`src/rtl/grotdc_pkg.sv`:
```
package grotdc_pkg;

  // first stage index of cell c when n stages are split into k cells
  function automatic int unsigned cell_start(input int unsigned n, input int unsigned k,
                                             input int unsigned c);
    int unsigned base;
    int unsigned extra;
    base  = n / k;
    extra = n % k;
    return c * base + ((c < extra) ? c : extra);
  endfunction

  // number of stages in cell c
  function automatic int unsigned cell_len(input int unsigned n, input int unsigned k,
                                           input int unsigned c);
    return (n / k) + ((c < (n % k)) ? 1 : 0);
  endfunction

  // fine position inside a cell: run of stages differing from the top stage,
  // counted from the bottom; offset by len when the top stage is high
  function automatic int unsigned fine_pos(input logic [63:0] s, input int unsigned len);
    logic        top;
    logic        run;
    int unsigned k;
    top = s[len-1];
    run = 1'b1;
    k   = 0;
    for (int i = 0; i < 64; i++) begin
      if (run && (i < int'(len) - 1) && (s[i] != top)) k = k + 1;
      else run = 1'b0;
    end
    return top ? (len + k) : k;
  endfunction

  // modular difference, caller truncates to its word width
  function automatic logic [31:0] wrap_sub(input logic [31:0] cur, input logic [31:0] prev);
    return cur - prev;
  endfunction

endpackage

```
`src/rtl/grotdc_cell.sv`:
```
module grotdc_cell
  import grotdc_pkg::*;
#(
  parameter int unsigned LEN = 7,
  parameter int unsigned W   = 11
) (
  input  logic           clk,
  input  logic           rst_n,
  input  logic           wrap_i,
  input  logic [LEN-1:0] state_i,
  output logic [W-1:0]   phase_o
);

  localparam logic [W-1:0] STEP = W'(2 * LEN);

  logic [W-1:0] cnt_q;
  logic [W-1:0] cnt_eff;
  logic [63:0]  state_ext;
  logic [W-1:0] pos_w;

  assign cnt_eff   = cnt_q + W'(wrap_i);
  assign state_ext = 64'(state_i);
  assign pos_w     = W'(fine_pos(state_ext, LEN));
  assign phase_o   = cnt_eff * STEP + pos_w;

  always_ff @(posedge clk) begin
    if (!rst_n) cnt_q <= '0;
    else        cnt_q <= cnt_eff;
  end

  // counter moves only on a strobe
  p_cnt_hold_r5: assert property (@(posedge clk) disable iff (!rst_n)
    !wrap_i |=> $stable(cnt_q));

  // a strobe advances by exactly one
  p_cnt_step_r5: assert property (@(posedge clk) disable iff (!rst_n)
    wrap_i |=> (cnt_q == $past(cnt_q) + W'(1)));

  // fine code stays inside the cell range, any pattern
  p_fine_range_r4: assert property (@(posedge clk) disable iff (!rst_n)
    (pos_w < STEP));

endmodule

```
`src/rtl/grotdc_sum.sv`:
```
module grotdc_sum #(
  parameter int unsigned NCELL = 7,
  parameter int unsigned W     = 11
) (
  input  logic [NCELL-1:0][W-1:0] parts_i,
  output logic [W-1:0]            total_o
);

  always_comb begin
    total_o = '0;
    for (int c = 0; c < int'(NCELL); c++) total_o = total_o + parts_i[c];
  end

endmodule

```
`src/rtl/grotdc_readout.sv`:
```
module grotdc_readout
  import grotdc_pkg::*;
#(
  parameter int unsigned NSTAGE = 47,
  parameter int unsigned NCELL  = 7,
  parameter int unsigned W      = 11
) (
  input  logic                clk,
  input  logic                rst_n,
  input  logic [NSTAGE-1:0]   ring_state_i,
  input  logic [NCELL-1:0]    cell_wrap_i,
  input  logic                meas_done_i,
  output logic signed [W-1:0] err_o,
  output logic                err_valid_o
);

  logic [NCELL-1:0][W-1:0] cell_phase;
  logic [W-1:0]            total_w;
  logic [W-1:0]            delta_w;
  logic [W-1:0]            phase_q;
  logic [W-1:0]            err_q;
  logic                    valid_q;
  logic                    primed_q;
  logic                    chk_armed_q;

  for (genvar c = 0; c < int'(NCELL); c++) begin : g_cell
    localparam int unsigned ST = cell_start(NSTAGE, NCELL, c);
    localparam int unsigned LN = cell_len(NSTAGE, NCELL, c);
    grotdc_cell #(.LEN(LN), .W(W)) u_cell (
      .clk     (clk),
      .rst_n   (rst_n),
      .wrap_i  (cell_wrap_i[c]),
      .state_i (ring_state_i[ST +: LN]),
      .phase_o (cell_phase[c])
    );
  end

  grotdc_sum #(.NCELL(NCELL), .W(W)) u_sum (
    .parts_i (cell_phase),
    .total_o (total_w)
  );

  assign delta_w = W'(wrap_sub(32'(total_w), 32'(phase_q)));

  always_ff @(posedge clk) begin
    if (!rst_n) begin
      phase_q     <= '0;
      err_q       <= '0;
      valid_q     <= 1'b0;
      primed_q    <= 1'b0;
      chk_armed_q <= 1'b0;
    end else begin
      chk_armed_q <= 1'b1;
      valid_q     <= 1'b0;
      if (meas_done_i) begin
        phase_q  <= total_w;
        err_q    <= delta_w;
        valid_q  <= primed_q;
        primed_q <= 1'b1;
      end
    end
  end

  assign err_o       = signed'(err_q);
  assign err_valid_o = valid_q;

  // a valid word follows a capture edge
  p_valid_after_done_r7: assert property (@(posedge clk) disable iff (!rst_n)
    err_valid_o |-> $past(meas_done_i));

  // reported word equals the step of the stored phase
  p_delta_matches_r7: assert property (@(posedge clk) disable iff (!rst_n)
    (chk_armed_q && err_valid_o) |-> (err_q == W'(phase_q - $past(phase_q))));

  // the capture that arms the block reports nothing
  p_first_silent_r8: assert property (@(posedge clk) disable iff (!rst_n)
    $rose(primed_q) |-> !err_valid_o);

  // without a capture the output is frozen
  p_hold_r9: assert property (@(posedge clk) disable iff (!rst_n)
    (chk_armed_q && !$past(meas_done_i)) |-> ($stable(err_q) && !err_valid_o));

endmodule

```
`config.mk`:
```
export PLATFORM = sky130hd
export DESIGN_NAME = grotdc_readout
export DESIGN_NICKNAME = d
export VERILOG_FILES = /design/src/rtl/grotdc_pkg.sv /design/src/rtl/grotdc_cell.sv /design/src/rtl/grotdc_sum.sv /design/src/rtl/grotdc_readout.sv
export SDC_FILE = /design/constraint.sdc
export NUM_CORES = 1
export LEC_CHECK = 0
export ABC_AREA = 1
export ABC_CLOCK_PERIOD_IN_PS = 8730
export BUFFER_PORTS_ARGS = -buffer_cell sky130_fd_sc_hd__buf_4
export CAP_MARGIN = 20
export CORE_ASPECT_RATIO = 2
export CORE_MARGIN = 4
export CORE_UTILIZATION = 55
export DETAILED_ROUTE_END_ITERATION = 12
export PLACE_DENSITY = 0.73
export SYNTH_ARGS = -nofsm -noshare
export SYNTH_HDL_FRONTEND = slang
export SYNTH_HIERARCHICAL = 1
export SYNTH_SLANG_ARGS = --single-unit
```
`constraint.sdc`:
```
create_clock -name clk -period 8.73 [get_ports clk]
set_input_delay 1.746 -clock clk [delete_from_list [all_inputs] [get_ports clk]]
set_output_delay 1.746 -clock clk [all_outputs]
set_load 0.02 [all_outputs]
```
# Word-level counts from Yosys, hierarchy flattened

Cells that the tools add are included.

Input port bits: 57
Flip-flop bits (word level): 101
Output and inout bits: 12
Logic and storage cells: 233

Eq/ne operators: 40
Reduce and logical (&&, ||, !) cells: 34
Add/sub/neg operators: 61
Mux-type cells: 80
Multiply operators: 7

Operators with widths:

| cell                                                                 | count |
|---|---|
| 11-bit 2-to-1 mux                                                    | 40 |
| 11-bit by 1-bit adder with 11-bit output, second input constant      | 26 |
| 11-bit adder                                                         | 13 |
| 11-bit by 1-bit adder with 11-bit output                             | 7 |
| 3-bit by 11-bit adder with 11-bit output, first input constant       | 7 |
| 11-bit by 3-bit multiplier with 10-bit output, second input constant | 5 |
| 1-bit 2-to-1 mux                                                     | 40 |
| 1-bit inequality test                                                | 40 |
| 1-bit logical AND                                                    | 33 |
| 11-bit by 2-bit multiplier with 9-bit output, second input constant  | 2 |
| 1-bit by 1-bit adder with 2-bit output, second input constant        | 7 |
| 11-bit subtractor                                                    | 1 |
| 2-bit AND reduction                                                  | 1 |

# Depth between registers and ports, before layout

Gate-level depths: netlist (run 1).

Depth in word-level cells: 22
Depth in mapped cells: 56
Gate-level depth less buffers: 55

# Hierarchy

Netlist (run 1), hierarchy kept.

Modules (own cells, without submodules):

| module                             | instances | cells each | sequential area each (um^2) | area an instance (um^2) |
|---|---|---|---|---|
| grotdc_cell (g_cell[5].u_cell ...) | 2         | 202        | 180.2                       | 1255.0 |
| grotdc_sum                         | 1         | 267        | 0.0                         | 1979.4 |
| grotdc_cell (g_cell[4].u_cell)     | 1         | 259        | 200.2                       | 1779.2 |
| grotdc_cell (g_cell[1].u_cell)     | 1         | 257        | 200.2                       | 1757.9 |
| grotdc_cell (g_cell[0].u_cell)     | 1         | 253        | 200.2                       | 1751.7 |
| grotdc_cell (g_cell[2].u_cell)     | 1         | 261        | 200.2                       | 1746.7 |
| grotdc_cell (g_cell[3].u_cell)     | 1         | 260        | 200.2                       | 1740.4 |
| grotdc_readout                     | 1         | 209        | 480.5                       | 1405.1 |

# Worst setup path before layout (run 1)

No wires, ideal clock.

Path type: input port to flip-flop
From: in ring_state_i[13]
To: reg err_q[10] (netlist: err_o[10])
Path buffers: 1
Required time: 8.621 ns
Cell stages on the path: 49
Slack: -0.761 ns
Arrival: 9.382 ns
Setup time: 0.109 ns
Path through: buf_6 inv_8 nand2_4 nand2_4 nand2_4 nand2_1 ha_1 inv_1 nand4_1 nand2_1 inv_1 ha_1 nand2_1 nand2_1 ha_1 or2_4 nand2_4 ha_1 [... 13 more ...] fa_1 fa_1 inv_1 ha_1 nand2_1 inv_1 a21oi_1 nand2_1 xor2_1 ha_1 nand2_1 inv_1 a21oi_1 nand3_1 nand2_1 nand3_1 nand2_1 inv_1

RTL lines:

| element              | RTL line             | source |
|---|---|---|
| start, declared      | grotdc_readout.sv:10 | `input logic [NSTAGE-1:0] ring_state_i,` |
| end signal, assigned | grotdc_readout.sv:57 | `err_q <= delta_w;` |
| end, declared        | grotdc_readout.sv:21 | `logic [W-1:0] err_q;` |

==> results of run 1 <==
Yosys cell counts, drive strengths merged (7+ instances only):
master and number:
nand3 217, nor3 23, nand3b 8, conb 7
nand4 47, a31oi 7, fa 97, or2 18
ha 152, a21o 14, a31o 8, dfxtp 92
o21ai 39, xnor2 25, inv 491, nor2 166
xor2 96, nand2 541, buf 8, a21oi 82
cell type report:
type / instances / area, sq um
clock buffer: 10 / 229
clock inverter: 6 / 81.3
fill: 2014 / 6920
inverter: 492 / 1890
multi-input combinational: 1580 / 12000
sequential: 92 / 1840
tap: 344 / 430
timing repair buffer: 365 / 2870
final timing paths:
path         cells after the start                      to                            startpoint
max                             48  err_o[10]$_SDFFE_PN0P_                      ring_state_i[27]
min reg2reg                      2   primed_q$_SDFFE_PN0P_                 primed_q$_SDFFE_PN0P_
min                              2   primed_q$_SDFFE_PN0P_                 primed_q$_SDFFE_PN0P_
max reg2reg                     39  err_o[10]$_SDFFE_PN0P_  g_cell[4].u_cell/cnt_q[0]$_SDFF_PN0_
cell families after synthesis:
family                     Yosys count  share of synthesized area
adders and majority gates          249                      0.262
DFF                                 92                      0.126
and+or+nand+nor                   1025                      0.327
buffers and inverters              505                      0.135
AOI/OAI and AO/OA                  169                     0.0682
other                                7                    0.00179
xor gates and xnor gates           123                     0.0807
flip-flops by register name (all words and copies together) (netlist names):
name,cells
g_cell.u_cell/cnt_q,68
err_o,11
phase_q,11
err_valid_o,1
primed_q,1
routing by layer:
metal	routed length, um	GRT usage
met5	0	0
met1	12800	0.226
met4	2620	0.163
met2	22600	0.526
met3	1100	0.0317
metrics by stage:
stage / hold WS (ns) / utilization / TNS, ns / worst slack [ns]
after floorplan: 0.415 / - / -0.517 / -0.230
after global placement: 0.445 / 0.669 / -4.51 / -0.761
after detailed placement: 0.454 / 0.669 / -6.28 / -0.891
after CTS: 0.468 / 0.705 / -0.730 / -0.196
after global routing: 0.509 / 0.737 / -4.16 / -0.708
final: 0.466 / 0.737 / -1.35 / -0.335
repair_timing:
action,4_1_cts,5_1_grt
gates cloned,0,0
buffers inserted,36,20
gates resized for setup,84,136
endpoints found under the setup margin,8,11
hold buffers,0,0
pin swaps,133,108
critical path, delay by kind of cell:
kind / cells / cell delay (ns)
AO/OA/AOI/OAI: 6 / 0.73
XOR/XNOR: 3 / 0.56
adder cells (fa/ha/maj): 11 / 3.97
buffers and inverters: 14 / 1.04
AND/OR/NAND/NOR: 14 / 1.28
==> metrics.yaml, run 1 <==
synthesis:
  synth_top_area_frac: 0.132
  ys_ff_latch: 92
  netlist_area_sq_um: 14700
  yosysSeqAreaShare: 0.126
  synth.distinct_cells: 54
  synth_ff_type: "dfxtp_1"
  async_reset_ff_frac: 0
  syn-mean-instance-area_sq_um: 6.76
  synth_edf_count: 0
  yosysTopAreaCell: "fa_1"
  synth_warnings: 6
  postSynthCellCount: 2170
  ys_top_cells_by_area: "fa_1 (13%), ha_1 (13%), dfxtp_1 (13%), nand2_1 (13%), inv_1 (12%)"
sta:
  drv_slew: 0
  hold_violations: 0
  fin_ws_ns: -0.335
  fin_worst_skew_ns: 0.00884
  layout_min_cycle_time_ns: 9.07
  rsz0062_at_grt: "true"
  setup_violations: 7
  fin_crit_sh: 1.04
  tightestPinTransition_ns: 0.705
  fmax_mhz: 110
  relSlewSlack: 0.529
layout:
  layout.cells.non_filler: 2889
  area_growth_pct: 32.0
  final_common_cell: "nand2_1"
  final_cell_area_sq_um: 19400
  drive_gt1_frac: 0.287
  antenna_cells: 0
  nets: 2846
  final_cell_mix: "nand2_1 (454), inv_1 (424), buf_4 (345)"
setup_path:
  critPathKind: "in2reg"
  r2r_slack_ns: 0.92
  cp-start-kind: "input port"
  critical-path-max-stage-delay_ns: 0.55
  cp_data_required_time_ns: 9.02
  crit_path_end_kind: "flip-flop"
  arrival_ns: 9.35
  crit_fanout: 4
  slowest_stage: "fa_1"
clocking:
  clk_pin_slew_ns: 0.07
  cts-buffers-inserted: 9
  clockRootBuffer: "clkbuf_16"
  cts_buffer_depth: 2
  worstSkewPairLatency_ns: 0.38
  cts_tree: "built"
  htree_levels: 3
  clock_sinks: 92
floorplanning:
  io_pins: 69
  dieHeight_um: 239
  start_util: 0.558
  dieArea_sq_um: 29500
  core_area_sq_um: 26300
  num_rows: 84
  die_w_um: 123
detailed_routing:
  drtPass1Iterations: 6
  vias: 14900
  drc: 0
  drt-vias-per-instance: 5.16
  drt_iter0_markers: 444
  ant_nets: 0
  drt-wirelength-per-cell_um: 13.6
  wirelength_um: 39200
global_routing:
  grt_first_pass_wirelength_um: 62300
  grt.total_usage: 0.259
  gr-total-overflow: 0
  grt_pass1_vias: 15000
  antenna_found_initial: 0
  grt_max_degree: 38
placed_design:
  post-dp-hpwl_um: 30300
  dp.cells: 2818
  place.gp.congestion: 0.883
  portBuffers: 68
  place_area_sq_um: 17600
flow_run:
  drv_cap: 0
status:
  status: "complete, but fails checks"
  violations: "setup timing"
worst_hold_path:
  worst_hold_path_type: "reg2reg"
Power of run 1 is left out: the tool's default activity adds up to more than one toggle a clock period on the data nets, which glitch-free logic cannot reach.
==> run 2: changes to the inputs <==
Settings changed: PLACE_DENSITY 0.73 to 0.75.
==> run 2 against run 1 <==
  * The run still ends with setup timing left
  * Worst setup slack got worse by 0.022 ns
  * Critical path depth fell by 3
  * Clock-buffer cell count fell by 1
  * Flip-flop and latch count did not move
  * Design area fell by 1.8%
  * First-iteration DRC count rose by 9.5%
  * Via count rose by 0.35%
==> metrics.yaml, run 2 (synthesized netlist as in run 1, its figures left out) <==
status:
  status: "complete, but fails checks"  # unchanged
  violations: "setup timing"  # unchanged
clocking:
  clockRootBuffer: "clkbuf_16"  # unchanged
  clk_pin_slew_ns: 0.07  # about the same
  cts_buffer_depth: 2  # unchanged
  cts-buffers-inserted: 9  # unchanged
  htree_levels: 3  # unchanged
  clock_sinks: 92  # unchanged
  cts_tree: "built"  # unchanged
  worstSkewPairLatency_ns: 0.38  # about the same
setup_path:
  crit_top_cell: "nand2_1"
  critPathKind: "in2reg"  # unchanged
  cp_data_required_time_ns: 9.01  # was 9.02 ns
  crit_path_end_kind: "flip-flop"  # unchanged
  slowest_stage: "fa_1"  # unchanged
  arrival_ns: 9.37  # was 9.35 ns
  cp-start-kind: "input port"  # unchanged
  crit_fanout: 6  # was 4
  critical-path-max-stage-delay_ns: 0.56  # was 0.55 ns
floorplanning:
  num_rows: 84  # unchanged
  core_area_sq_um: 26300  # unchanged
  dieHeight_um: 239  # unchanged
  start_util: 0.558  # unchanged
  io_pins: 69  # unchanged
  die_w_um: 123  # unchanged
  dieArea_sq_um: 29500  # unchanged
layout:
  largest_register: "g_cell.u_cell/cnt_q"  # unchanged
  fillCellCount: 2036  # was 2014
  final_cell_mix: "nand2_1 (451), inv_1 (427), buf_4 (339)"  # was nand2_1 (454), inv_1 (424), buf_4 (345)
  nets: 2831  # was 2846
  final_common_cell: "nand2_1"  # unchanged
  largest_reg_flops: 68  # unchanged
  area_growth_pct: 29.6  # was 32.0%
  drive_gt1_frac: 0.278  # was 0.287
global_routing:
  grt.total_usage: 0.258  # was 0.259
  gr-total-overflow: 0  # unchanged
  grt_first_pass_wirelength_um: 62200  # was 62300 um
  grt_max_degree: 38  # unchanged
  antenna_found_initial: 1  # was 0
  grt_pass1_vias: 15200  # was 15000
detailed_routing:
  met3_length_um: 1020  # was 1100 um
  ant_nets: 0  # unchanged
  drtPass1Iterations: 9  # was 6
  drt_iter0_markers: 486  # was 444
  wl_met1_um: 12900  # was 12800 um
  drt-wirelength-per-cell_um: 13.4  # was 13.6 um
  drt-vias-per-instance: 5.20  # was 5.16
  wirelength_um: 38400  # was 39200 um
  vias: 15000  # was 14900
  routed.top_layer: "met4"  # unchanged
  wl_met2_um: 22200  # was 22600 um
  drc: 0  # unchanged
sta:
  layout_min_cycle_time_ns: 9.09  # was 9.07 ns
  setup_violations: 7  # unchanged
  fin_crit_sh: 1.04  # about the same
  hold_violations: 0  # unchanged
  fin_worst_skew_ns: 0.00929  # was 0.00884 ns
  relSlewSlack: 0.532  # was 0.529
  fmax_mhz: 110  # about the same
  tightestPinTransition_ns: 0.701  # was 0.705 ns
  fin_tns_setup_ns: -1.87  # was -1.35 ns
  fin_ws_ns: -0.358  # was -0.335 ns
  drv_slew: 0  # unchanged
  rsz0062_at_grt: "true"  # unchanged
placed_design:
  portBuffers: 68  # unchanged
  place.gp.congestion: 0.872  # was 0.883
  post-dp-hpwl_um: 30400  # was 30300 um
  place_ws_ns: -0.772  # was -0.891 ns
flow_run:
  drv_cap: 0  # unchanged
worst_hold_path:
  worst_hold_path_type: "reg2reg"  # unchanged
run 2: worst paths after layout:
check | from | to | slack [ns] | depth (start not counted)
worst max-delay path | ring_state_i[6] | err_o[9]$_SDFFE_PN0P_ | -0.36 | 45
worst min-delay path | primed_q$_SDFFE_PN0P_ | err_valid_o$_SDFF_PN0_ | 0.44 | 2
worst max register to register | g_cell[4].u_cell/cnt_q[0]$_SDFF_PN0_ | err_o[9]$_SDFFE_PN0P_ | 1.12 | 38
worst min register to register | primed_q$_SDFFE_PN0P_ | err_valid_o$_SDFF_PN0_ | 0.44 | 2
run 2: area by class of cell:
cell class,count,area [sq um],area share
clock inverter,6,47.5,0.00250
antenna,1,2.50,0.000132
inverter,492,1880,0.0989
clock buffer,9,225,0.0118
sequential,92,1840,0.0968
timing repair buffer,350,2710,0.142
multi-input combinational,1580,11900,0.625
tap,344,430,0.0226
run 2: routing by layer:
metal,global-route usage,up-vias
met5,0,-
met3,0.0315,150
met4,0.157,0
met2,0.528,329
li1,-,7450
met1,0.224,7026
run 2: worst max-delay path: cells and delay by family:
family,cells,cell delay (ns)
fa+ha+maj,12,4.16
buf+inv,11,0.81
compound gates,6,0.91
xor+xnor,2,0.34
simple gates,14,1.40
run 2: repair_timing:
action	4_1_cts	5_1_grt
resized for setup	60	124
pin swaps	112	103
setup buffers	35	14
endpoints found under the hold margin	0	0
endpoints found under the setup margin	8	12
hold buffers	0	0
gates cloned	0	0
run 2: stage by stage:
stage	hold slack [ns]	util	cells	cell area [sq um]
floorplan	0.415	-	2177	15000
global placement	0.426	0.667	2809	17500
detailed placement	0.434	0.667	2809	17500
CTS	0.444	0.697	2859	18300
global route	0.493	0.724	2874	19000
finish	0.441	0.724	2874	19000
Power of run 2 is left out for the same reason.
==> run 3: changes to the inputs <==
Settings changed: CORE_UTILIZATION 55 to 30, PLACE_DENSITY 0.75 to 0.46.
==> run 3 against run 2 <==
  * The flow still finishes with violations (setup timing)
  * Core utilization is 32 points lower
  * Critical endpoint is now err_o[10]$_SDFFE_PN0P_
  * Largest cell class unchanged
  * Critical path depth up 3
  * Die area grew 79%
  * Highest routed layer unchanged
  * Wire length increased by 1.1%
==> metrics.yaml, run 3 (synthesized netlist as in run 1, its figures left out) <==
floorplanning:
  core_area_sq_um: 48400  # was 26300 sq um
  dieArea_sq_um: 52700  # was 29500 sq um
  dieHeight_um: 321  # was 239 um
  start_util: 0.303  # was 0.558
  die_w_um: 164  # was 123 um
  num_rows: 114  # was 84
  io_pins: 69  # unchanged
setup_path:
  crit_buf_inv: 13  # was 11
  cp-start-kind: "input port"  # unchanged
  slowest_stage: "fa_1"  # unchanged
  crit_top_cell: "inv_2"  # was nand2_1
  crit_fanout: 4  # was 6
  reg2reg_from: "g_cell[3].u_cell/cnt_q[0]$_SDFF_PN0_"  # was g_cell[4].u_cell/cnt_q[0]$_SDFF_PN0_
  r2r_slack_ns: 1.14  # was 1.12 ns
  r2r_cells: 38  # unchanged
  critical-path-max-stage-delay_ns: 0.54  # was 0.56 ns
  arrival_ns: 9.17  # was 9.37 ns
  critPathKind: "in2reg"  # unchanged
  crit_path_end_kind: "flip-flop"  # unchanged
  cp_data_required_time_ns: 9.02  # was 9.01 ns
  cp_top_family: "adder cells"  # unchanged
  r2r-end: "err_o[10]$_SDFFE_PN0P_"  # was err_o[9]$_SDFFE_PN0P_
global_routing:
  antenna_found_initial: 0  # was 1
  grt_max_degree: 38  # unchanged
  grt.total_usage: 0.152  # was 0.258
  gr-total-overflow: 0  # unchanged
  grt_first_pass_wirelength_um: 65100  # was 62200 um
  grt_pass1_vias: 14800  # was 15200
layout:
  final_common_cell: "nand2_1"  # unchanged
  fillCellCount: 5066  # was 2036
  largest_reg_flops: 68  # unchanged
  largest_register: "g_cell.u_cell/cnt_q"  # unchanged
  antenna_cells: 0  # was 1
  nets: 2866  # was 2831
  drive_gt1_frac: 0.288  # was 0.278
  final_cell_mix: "nand2_1 (456), inv_1 (429), buf_4 (371)"  # was nand2_1 (451), inv_1 (427), buf_4 (339)
  area_growth_pct: 34.4  # was 29.6%
clocking:
  cts_buffer_depth: 2  # unchanged
  clk_pin_slew_ns: 0.08  # was 0.07 ns
  cts_tree: "built"  # unchanged
  cts-buffers-inserted: 9  # unchanged
  clockRootBuffer: "clkbuf_16"  # unchanged
  htree_levels: 3  # unchanged
  clock_sinks: 92  # unchanged
  worstSkewPairLatency_ns: 0.39  # was 0.38 ns
sta:
  layout_min_cycle_time_ns: 8.87  # was 9.09 ns
  hold_ws_ns: 0.450  # was 0.441 ns
  fmax_mhz: 113  # was 110 MHz
  fin_ws_ns: -0.145  # was -0.358 ns
  tightestPinTransition_ns: 0.666  # was 0.701 ns
  relSlewSlack: 0.555  # was 0.532
  hold_violations: 0  # unchanged
  fin_worst_skew_ns: 0.0109  # was 0.00929 ns
  fin_crit_sh: 1.02  # was 1.04
  drv_slew: 0  # unchanged
  rsz0062_at_grt: "true"  # unchanged
  setup_violations: 5  # was 7
detailed_routing:
  ant_nets: 0  # unchanged
  vias: 14300  # was 15000
  drt-vias-per-instance: 4.48  # was 5.20
  wirelength_um: 38900  # was 38400 um
  drtPass1Iterations: 5  # was 9
  drt-wirelength-per-cell_um: 12.1  # was 13.4 um
  drc: 0  # unchanged
  drt_iter0_markers: 454  # was 486
worst_hold_path:
  hold_path_depth: 2  # unchanged
  worst_hold_path_type: "reg2reg"  # unchanged
  min_from: "primed_q$_SDFFE_PN0P_"  # unchanged
  worstHoldEndpoint: "err_valid_o$_SDFF_PN0_"  # unchanged
placed_design:
  portBuffers: 68  # unchanged
  post-dp-hpwl_um: 33100  # was 30400 um
  place.gp.congestion: 0.844  # was 0.872
status:
  violations: "setup timing"  # unchanged
  status: "complete, but fails checks"  # unchanged
flow_run:
  drv_cap: 0  # unchanged
-- run 3: worst reg2reg max path: cells and delay by family (launching register included) --
family | cells | cell delay (ns)
adders and majority gates | 12 | 4.64
and+or+nand+nor | 10 | 0.96
xor gates and xnor gates | 2 | 0.35
DFF | 1 | 0.32
AOI/OAI and AO/OA | 5 | 0.75
buffers and inverters | 9 | 0.49
-- run 3: what timing repair did --
action | 4_1_cts | 5_1_grt
setup buffers | 43 | 6
resized for setup | 84 | 98
hold buffers | 0 | 0
pin swaps | 140 | 89
endpoints found under the setup margin | 8 | 11
-- run 3: final cells by class --
cell class / instances / area (sq um) / area share
Multi-Input combinational cell: 1580 / 11900 / 0.604
Timing Repair Buffer: 385 / 2970 / 0.151
Inverter: 492 / 1880 / 0.0954
Sequential cell: 92 / 1840 / 0.0934
Tap cell: 638 / 798 / 0.0405
Clock buffer: 9 / 225 / 0.0114
Clock inverter: 7 / 92.6 / 0.00470
-- run 3: how the worst max path moves through the flow --
stage                     start                     end  cells after the start
3_5_place_dp    ring_state_i[6]  err_o[10]$_SDFFE_PN0P_                     45
2_1_floorplan  ring_state_i[27]  err_o[10]$_SDFFE_PN0P_                     48
6_report        ring_state_i[8]  err_o[10]$_SDFFE_PN0P_                     48
4_1_cts         ring_state_i[6]  err_o[10]$_SDFFE_PN0P_                     49
5_1_grt         ring_state_i[8]   err_o[9]$_SDFFE_PN0P_                     48
3_3_place_gp   ring_state_i[34]  err_o[10]$_SDFFE_PN0P_                     47
-- run 3: per-stage QoR --
| stage | instances | TNS, ns | util | worst slack [ns] | instance area (sq um) |
|---|---|---|---|---|---|
| after CTS | 3197 | -0.401 | 0.396 | -0.164 | 19200 |
| after global placement | 3138 | -5.05 | 0.375 | -0.759 | 18100 |
| after floorplan | 2177 | -0.517 | - | -0.230 | 15000 |
| final | 3203 | -0.378 | 0.408 | -0.145 | 19700 |
| after global routing | 3203 | -2.60 | 0.408 | -0.568 | 19700 |
| after detailed placement | 3138 | -5.68 | 0.375 | -0.777 | 18100 |
-- run 3: metal layers --
layer,GRT usage,up-vias,routed length [um]
met5,0,-,0
met3,0.0127,49,637
met2,0.330,123,23900
met4,0.0591,0,1210
li1,-,7508,-
met1,0.134,6662,13100
Power of run 3 is left out for the same reason.
